===== src/rtl/xlat_cache.sv =====
module xlat_cache #(
  parameter int N = 8,
  parameter int VPN_W = 20,
  parameter int OFF_W = 12,
  localparam int AW = VPN_W + OFF_W,
  localparam int IW = (N > 1) ? $clog2(N) : 1
) (
  input  logic             clk,
  input  logic             rst_n,
  input  logic [AW-1:0]    lk_addr,
  input  logic             lk_user,
  input  logic             lk_write,
  output logic             lk_hit,
  output logic             lk_fault,
  output logic [AW-1:0]    lk_paddr,
  input  logic             fill_en,
  input  logic [VPN_W-1:0] fill_vpn,
  input  logic [VPN_W-1:0] fill_pfn,
  input  logic             fill_rw,
  input  logic             fill_us,
  input  logic             fill_dirty,
  input  logic             fill_global,
  input  logic             base_wr,
  input  logic             flush_all,
  input  logic             inval_en,
  input  logic [VPN_W-1:0] inval_vpn
);

  logic [N-1:0] vld, rw, us, dty, glb;
  logic [VPN_W-1:0] tag [N];
  logic [VPN_W-1:0] pfn [N];
  logic [IW-1:0] ptr;

  logic [N-1:0] mvec, dupv, invv, keep;
  wire [VPN_W-1:0] lvpn = lk_addr[AW-1:OFF_W];

  for (genvar i = 0; i < N; i++) begin : g_slot
    assign keep[i] = !flush_all && !(base_wr && !glb[i]);
    assign mvec[i] = vld[i] && keep[i] && tag[i] == lvpn;
    assign dupv[i] = vld[i] && tag[i] == fill_vpn;
    assign invv[i] = inval_en && vld[i] && tag[i] == inval_vpn;
  end

  logic [VPN_W-1:0] s_pfn;
  logic s_rw, s_us, s_d;
  always_comb begin
    s_pfn = '0; s_rw = 1'b0; s_us = 1'b0; s_d = 1'b0;
    for (int i = 0; i < N; i++) begin
      if (mvec[i]) begin
        s_pfn = s_pfn | pfn[i];
        s_rw  = s_rw | rw[i];
        s_us  = s_us | us[i];
        s_d   = s_d | dty[i];
      end
    end
  end

  wire any  = |mvec;
  wire deny = lk_user && (!s_us || (lk_write && !s_rw));
  assign lk_fault = any && deny;
  assign lk_hit   = any && !deny && !(lk_write && !s_d);
  assign lk_paddr = lk_hit ? {s_pfn, lk_addr[OFF_W-1:0]} : '0;

  logic [IW-1:0] slot;
  logic evict;
  always_comb begin
    slot  = ptr;
    evict = 1'b1;
    if (|dupv) begin
      evict = 1'b0;
      for (int i = 0; i < N; i++) if (dupv[i]) slot = IW'(i);
    end else if (!(&vld)) begin
      evict = 1'b0;
      for (int i = N - 1; i >= 0; i--) if (!vld[i]) slot = IW'(i);
    end
  end

  wire fill_ok = fill_en && !flush_all && !base_wr;

  always_ff @(posedge clk) begin
    if (!rst_n) begin
      vld <= '0;
      ptr <= '0;
    end else begin
      vld <= vld & keep & ~invv;
      if (fill_ok) begin
        vld[slot] <= 1'b1;
        tag[slot] <= fill_vpn;
        pfn[slot] <= fill_pfn;
        rw[slot]  <= fill_rw;
        us[slot]  <= fill_us;
        dty[slot] <= fill_dirty;
        glb[slot] <= fill_global;
        if (evict) ptr <= (ptr == IW'(N - 1)) ? '0 : ptr + 1'b1;
      end
    end
  end

endmodule



===== config.mk =====
export PLATFORM = sky130hd
export DESIGN_NAME = xlat_cache
export DESIGN_NICKNAME = d
export VERILOG_FILES = /design/src/rtl/xlat_cache.sv
export SDC_FILE = /design/constraint.sdc
export NUM_CORES = 1
export LEC_CHECK = 0
export ABC_AREA = 1
export BUFFER_PORTS_ARGS = -buffer_cell sky130_fd_sc_hd__buf_2
export CAP_MARGIN = 15
export CORE_AREA = 2 2 241 243
export DETAILED_ROUTE_END_ITERATION = 8
export DIE_AREA = 0 0 243 245
export HOLD_SLACK_MARGIN = 0.06
export PLACE_DENSITY_LB_ADDON = 0.25
export SYNTH_ARGS = -nofsm -noshare
export SYNTH_HDL_FRONTEND = slang
export SYNTH_SLANG_ARGS = --single-unit

===== constraint.sdc =====
create_clock -name clk -period 4.1 [get_ports clk]
set_clock_uncertainty 0.2 [all_clocks]
set_input_delay 0.205 -clock clk [delete_from_list [all_inputs] [get_ports clk]]
set_output_delay 0.205 -clock clk [all_outputs]
set_load 0.01 [all_outputs]

# Word level (Yosys, flattened, before mapping)
# Memories as Yosys holds them, arrays and structs flattened.
# Cells that the tools add are included.
# word_totals
input_bits	104
word_cells	226
regBits	43
mem_count	2
output_inout_bits	34
ramBits	320
# mem_list
name	depth	word_bits	rd	rd_ports_with_merged_regs	write_ports	line_no	source
pfn	8	20	8	0	1	31	logic [VPN_W-1:0] pfn [N];
tag	8	20	8	0	1	30	logic [VPN_W-1:0] tag [N];
# classes
muxes	64
eq_ne	25
n_reduce_logical	94
add_sub_neg	1
bitwise	32
magnitude_cmp	2
# op_table
op	n
$eq A20 B20 Y1	24
$mux W20	8
$or A20 B20 Y20	7
$logic_and A1 B1 Y1	65
$mux W3	19
$bwmux W8	4
$mux W32	1
$mux W1	30
$logic_not A1 Y1	23
$or A1 B1 Y1	21
$and A8 B8 Y8	2
$reduce_or A8 Y1	2
$mux W8	1
$not A8 Y8	1
$or A8 B8 Y8	1
$reduce_and A8 Y1	1
$lt A3 B4 Y1 const B	1
$reduce_and A2 Y1	2
$add A3 B1 Y3 const B	1
$demux W1 S3	1
$eq A3 B3 Y1 const B	1
$ge A3 B1 Y1 const B	1
$logic_or A1 B1 Y1	1

# Logic depth before layout (Yosys ltp)
# Gate-level depths: netlist of the first run.
# depth
word_depth	29
mapped_depth	20
mapped_depth_nobuf	19

# Least setup slack after synthesis of the first run
# Ideal clock, no wire load.
# synth_path
path_kind	input port to flip-flop
startpoint	in fill_vpn[5]
endpoint	reg dty[4] (enable)
n_path_buf	2
path_slack_ns	1.020
arrival_ns	2.481
path_stages	17
setup_time_ns	0.398
t_required_ns	3.502
cell_sequence	clkbuf_2 inv_1 buf_2 nand2_1 o21ai_0 nor2_1 nand2_1 nor2_1 nand3_1 nand2_1 nor2_1 nand2_1 nand2_1 nand2_1 nor2_1 nand3_1 inv_1
# synth_rtl
item	line_no	source
from (decl)	17	input logic [VPN_W-1:0] fill_vpn,
to (signal, indexed assignment)	92	dty[slot] <= fill_dirty;
to (decl)	29	logic [N-1:0] vld, rw, us, dty, glb;

==> reports/results.ini, run 1 <==
[status]
status = complete, no violations

[global_route]
grt_pass1_vias = 19900
grt_pass1_wl_microns = 161000
grt_use_total = 0.398
grt_max_degree = 34
grt_overflow_total = 0
grt_antenna_before_repair = 3

[placed_design]
post-place-ws_ps = 521
place_congestion = 1.06
dp_cells = 3318
port_buffers = 137
place_area_sq_um = 23300
hpwl_microns = 90900

[power_and_ir_drop]
power_leakage_nw = 10.2
seqPwrFrac = 0.447
switching_share = 0.264
p_switching_w = 0.00243
power_frac_clock = 0.445
power_density_nw_per_um2 = 362
combPwrFrac = 0.108
vdd_drop_max_uv = 381
power.internal_w = 0.00674

[setup_path]
cp.required_ps = 3690
end_kind = output port
crit_type = flip-flop to output port
crit_arrival_ps = 3610
critPathMaxFanout = 33
critPathLaunchType = flip-flop

[run]
max_cap_violations = 0

[synth]
yosysWarningCount = 0
syn_nets = 2477
yosysTopAreaCell = edfxtp_1
syn_area_sq_um = 20900
synthFlopType = edfxtp_1
async_reset_ff_frac = 0
synth_top_area_frac = 0.505
postSynthAreaPerCell_sq_um = 8.83
ys_types = 47
synthCells = 2371
synth_edf_count = 352
synth_seq_cells = 363
synth_seq_area_share = 0.516
synth_area_leaders = edfxtp_1 51%, nand2_1 8.6%, inv_1 5.7%

[timing]
tightest_slew_ps = 941
slew_violations = 0
fmax_mhz = 249
hold_violations = 0
min_period_ps = 4010
setup_viol = 0
worst_slack_ps = 86.2
period_share = 0.979
maxSlewHeadroom = 0.368

[route]
drtPass1Iterations = 6
dr.first_iter.drc_count = 2381
vias = 20300
routed_via_density = 5.88
wl_per_cell_microns = 34.6
drtAntennaViolNets = 0
routed_wl_microns = 119000
drc = 0

[floorplan]
rows = 88
start_util = 0.367
core-area_sq_um = 57000
die_w_microns = 243
die_h_microns = 245
pin_count = 138
die_area_sq_um = 59500

[clock_network]
htree_num_levels = 2
clockBufferDepth = 3
clock-sinks = 363
cts_root_buf = clkbuf_16
cts_tree = yes
clk_latency_ps = 600
clk_pin_slew_worst_paths_ps = 60
cts_made_buffers = 43

[finish]
final_nets = 2756
layout_commonest_cell = nand2_1
final_cell_mix = 481 x nand2_1, 352 x edfxtp_1, 307 x inv_1
diodes = 0
finalInstanceArea_sq_um = 25400
final_cells = 3449
drive_gt1_frac = 0.155
area_delta_synth_final_pct = 21.2

[min_path]
hold_path.class = input pin to flip-flop

[final cells by class]
class                      instances  area [sq um]
clock inverter                    30           375
clock buffer                      49          1100
sequential                       363         10800
fill                            5690         31700
tap                              765           957
inverter                         334          1250
multi-input combinational       1593          8520
timing repair buffer             315          2360
[power by group through the flow]
| stage | sequential, W | combinational (W) | clock (W) |
|---|---|---|---|
| 2_1_floorplan | 0.00417 | 0.000383 | 0 |
| 3_3_place_gp | 0.00417 | 0.000913 | 0 |
| 5_1_grt | 0.00410 | 0.00101 | 0.00425 |
| 4_1_cts | 0.00410 | 0.000944 | 0.00413 |
| 6_report | 0.00410 | 0.000991 | 0.00408 |
| 3_5_place_dp | 0.00417 | 0.000907 | 0 |
[registers in the layout, summed over array words and instances, names as in the netlist]
name and flops:
pfn 160, dty 8, us 8, vld 8, rw 8, tag 160, glb 8, ptr 3
[cell usage after synthesis (17+ instances only)]
| cell type | number |
|---|---|
| a21oi_1 | 26 |
| buf_2 | 39 |
| clkbuf_1 | 28 |
| edfxtp_1 | 352 |
| inv_1 | 315 |
| nand2_1 | 481 |
| nand3_1 | 84 |
| nand4_1 | 103 |
| nor2_1 | 252 |
| nor2_2 | 37 |
| nor3_1 | 46 |
| nor4_1 | 17 |
| o2111ai_1 | 28 |
| o21ai_0 | 103 |
| o22ai_1 | 156 |
| xnor2_1 | 103 |
| xor2_1 | 70 |
[through the flow]
stage	setup TNS, ps	utilization	hold slack, ps	power [W]
6_report	0	0.444	93.5	0.00917
5_1_grt	-70.1	0.444	117	0.00936
4_1_cts	0	0.444	65.5	0.00917
3_5_place_dp	0	0.409	284	0.00508
3_3_place_gp	0	0.409	267	0.00509
2_1_floorplan	0	-	104	0.00455
[path summary, 6_finish.rpt]
kind / endpoint / cells past startpoint / from / slack [ps]
max: lk_paddr[19] / 14 / tag[3][3] / 90
min: ptr[0] / 5 / fill_en / 90
max reg2reg: pfn[4][7] / 15 / tag[3][1] / 540
min reg2reg: ptr[2] / 2 / ptr[2] / 320
[cells by family (layout without fill, tap and decap cells)]
logic type | Yosys count | count (layout) | synth area share
and+or+nand+nor | 1058 | 1058 | 0.226
xor gates and xnor gates | 173 | 173 | 0.0724
buffers and inverters | 415 | 728 | 0.0792
adders and majority gates | 2 | 2 | 0.00120
DFF | 363 | 363 | 0.516
AOI/OAI and AO/OA | 360 | 360 | 0.106
[layer usage]
layer / wire, microns / vias to the layer above / global-route usage
met3: 9400 / 369 / 0.0728
met1: 42500 / 9939 / 0.457
met5: 27 / - / 0
met2: 55800 / 1253 / 0.654
met4: 11700 / 4 / 0.322
li1: - / 8731 / -
[critical path: stages, from the launching register on]
cell and delay [ps]:
edfxtp_1 540, xor2_1 220, nor2_1 440, nand4_1 200
nor2_2 500, nand4_1 170, o21ai_0 120, nor2_1 70
nand3_1 90, nand2_1 70, inv_2 70, nand2_4 50
buf_12 170, nor2_2 110, buf_2 130
[repair_timing]
item | 4_1_cts | 5_1_grt
hold buffers | 49 | 0
endpoints found under the hold margin | 336 | 0
pin swaps | 0 | 2
gates resized for setup | 1 | 8
setup buffers | 0 | 3
setup endpoints to repair | 33 | 33
Power figures use the tool's default switching activity.
==> run 2, diff against run 1 <==
--- a/config.mk
+++ b/config.mk
@@ -8,11 +8,11 @@
 export ABC_AREA = 1
 export BUFFER_PORTS_ARGS = -buffer_cell sky130_fd_sc_hd__buf_2
 export CAP_MARGIN = 15
-export CORE_AREA = 2 2 241 243
+export CORE_AREA = 2 2 206 208
 export DETAILED_ROUTE_END_ITERATION = 8
-export DIE_AREA = 0 0 243 245
+export DIE_AREA = 0 0 208 210
 export HOLD_SLACK_MARGIN = 0.06
-export PLACE_DENSITY_LB_ADDON = 0.25
+export PLACE_DENSITY_LB_ADDON = 0.1
 export SYNTH_ARGS = -nofsm -noshare
 export SYNTH_HDL_FRONTEND = slang
 export SYNTH_SLANG_ARGS = --single-unit
==> run 2 against run 1 <==
  * The run now ends with setup timing left
  * Sequential power barely moved
  * First-iteration DRC count rose by 54%
  * Via count rose by 8.4%
  * Final area fell by 2.8%
  * Die area fell by 27%
  * Fmax fell by 2.3%
  * Sequential share of layout area rose by 1.2 points
  * Count of clock-buffer cells in the layout fell by 3
  * Routed wire length fell by 2.9%
  * Core utilization rose by 15 points
  * Cell count fell by 7.7%
  * Clock power fell by 8.8%
  * Largest power group unchanged
  * Highest routed layer unchanged
==> reports/results.ini, run 2 (synthesized netlist as in run 1, its figures left out) <==
[finish]
fill_cells = 3494  ; was 5690
final_util = 0.594  ; was 0.444
regArea_sq_um = 10800  ; unchanged
finalInstanceArea_sq_um = 24600  ; was 25400 sq um
multi_input_area_sq_um = 8550  ; was 8520 sq um
final_cell_mix = 481 x nand2_1, 352 x edfxtp_1, 307 x inv_1  ; unchanged
final_nets = 2718  ; was 2756
top_regs = pfn x160, tag x160  ; unchanged
area_delta_synth_final_pct = 17.7  ; was 21.2%
layout_commonest_cell = nand2_1  ; unchanged
drive_gt1_frac = 0.143  ; was 0.155

[timing]
period_share = 1.00  ; was 0.979
setup_viol = 3  ; was 0
hold_violations = 0  ; unchanged
maxSlewHeadroom = 0.155  ; was 0.368
tightest_slew_ps = 1260  ; was 941 ps
rsz0062_at_grt = no
fmax_mhz = 243  ; was 249 MHz
setup_tns_ps = -16.5  ; was 0 ps
min_period_ps = 4110  ; was 4010 ps
slew_violations = 0  ; unchanged
whs_ps = 109  ; was 93.5 ps
worst_slack_ps = -9.97  ; was 86.2 ps

[placed_design]
port_buffers = 137  ; unchanged
place_area_sq_um = 22800  ; was 23300 sq um
hpwl_microns = 81700  ; was 90900 microns
post-place-ws_ps = 296  ; was 521 ps
place_congestion = 1.13  ; was 1.06

[route]
drtPass1Iterations = 6  ; unchanged
routed_wl_microns = 116000  ; was 119000 microns
drtAntennaViolNets = 0  ; unchanged
vias = 22000  ; was 20300
routed_via_density = 6.91  ; was 5.88
dr.first_iter.drc_count = 3678  ; was 2381
drc = 0  ; unchanged
wl_per_cell_microns = 36.4  ; was 34.6 microns

[setup_path]
crit_arrival_ps = 3700  ; was 3610 ps
critPathMaxFanout = 33  ; unchanged
worst_path_max_delay_cell = nor2_2  ; was edfxtp_1
crit_type = flip-flop to output port  ; unchanged
cp.required_ps = 3690  ; about the same
max_stage_delay_ps = 580  ; was 540 ps
path_cells = xnor2_1, nand4_1, nor2_2, nand4_1, o21ai_1, nor2_1, nand3_1, nand2_1, inv_2, nand2_8, nor2_2, buf_2  ; was xor2_1, nor2_1, nand4_1, nor2_2, nand4_1, o21ai_0, nor2_1, nand3_1, nand2_1, inv_2, nand2_4, buf_12, nor2_2, buf_2
cp.buffers_inverters = 2  ; was 3
cp_top_family = simple AND/OR/NAND/NOR gates  ; unchanged
critPathLaunchType = flip-flop  ; unchanged
end_kind = output port  ; unchanged

[status]
status = finished, violations left  ; was complete, no violations
violations = setup timing

[global_route]
top_usage_layer = met2  ; unchanged
grt_antenna_before_repair = 5  ; was 3
grt_pass1_wl_microns = 160000  ; was 161000 microns
grt_max_degree = 34  ; unchanged
grtUsageMet3 = 0.176  ; was 0.0728
grt_pass1_vias = 21500  ; was 19900
grt_use_total = 0.524  ; was 0.398
grt_overflow_total = 0  ; unchanged
grtUsageMet2 = 0.799  ; was 0.654
met1_usage = 0.565  ; was 0.457

[clock_network]
cts_made_buffers = 41  ; was 43
clk_latency_ps = 590  ; was 600 ps
clock-sinks = 363  ; unchanged
clk_pin_slew_worst_paths_ps = 70  ; was 60 ps
htree_num_levels = 2  ; unchanged
cts_root_buf = clkbuf_16  ; unchanged
cts_tree = yes  ; unchanged
clockBufferDepth = 3  ; unchanged

[floorplan]
rows = 75  ; was 88
core-area_sq_um = 41500  ; was 57000 sq um
die_h_microns = 210  ; was 245 microns
start_util = 0.504  ; was 0.367
pin_count = 138  ; unchanged
die_area_sq_um = 43700  ; was 59500 sq um
die_w_microns = 208  ; was 243 microns

[power_and_ir_drop]
power_leakage_nw = 9.93  ; was 10.2 nW
power_density_nw_per_um2 = 356  ; was 362 nW/um^2
vdd_drop_max_uv = 560  ; was 381 uV

[run]
max_cap_violations = 0  ; unchanged

[min_path]
hold_path.class = input pin to flip-flop  ; unchanged

-- run 2: cell count changes in the layout (fill, tap and decap cells not counted), moves of 4 or more --
cell,change
nor2_4,+4
buf_4,-33
inv_6,+4
bufinv_16,-4
-- run 2: through the flow --
step | power, W | cells
finish | 0.00876 | 3185
global route | 0.00883 | 3183
CTS | 0.00862 | 3182
detailed placement | 0.00500 | 3058
global placement | 0.00500 | 3058
floorplan | 0.00455 | 2371
-- run 2: power by group --
group | switching [W] | internal [W]
clock | 0.00168 | 0.00205
combinational | 0.000695 | 0.000249
sequential | 0.0000145 | 0.00408
-- run 2: worst paths after layout --
path / startpoint / to / slack (ps) / cells past startpoint
hold / removal: fill_vpn[19] / tag[7][19] / 110 / 2
setup / recovery: tag[2][3] / lk_paddr[16] / -10 / 12
setup reg to reg: tag[1][19] / pfn[2][13] / 300 / 15
hold reg to reg: ptr[2] / ptr[2] / 310 / 2
-- run 2: repair_timing --
| item | in CTS | in global routing |
|---|---|---|
| endpoints found under the hold margin | 341 | 0 |
| setup buffers | 0 | 1 |
| setup endpoints to repair | 32 | 81 |
| gates resized for setup | 7 | 10 |
| hold buffers | 49 | 0 |
| pin swaps | 0 | 3 |
-- run 2: cell type report --
type | count | share of cell area
Sequential cell | 363 | 0.438
Multi-Input combinational cell | 1593 | 0.347
Timing Repair Buffer | 279 | 0.0837
Inverter | 334 | 0.0509
Clock buffer | 46 | 0.0424
Tap cell | 539 | 0.0274
Clock inverter | 29 | 0.0101
Antenna cell | 2 | 0.000203
-- run 2: routing by layer --
layer / share of wire / vias to the layer above
li1: - / 8648
met1: 0.30 / 10200
met2: 0.43 / 2369
met3: 0.14 / 807
met4: 0.13 / 8
met5: 0.00072 / -
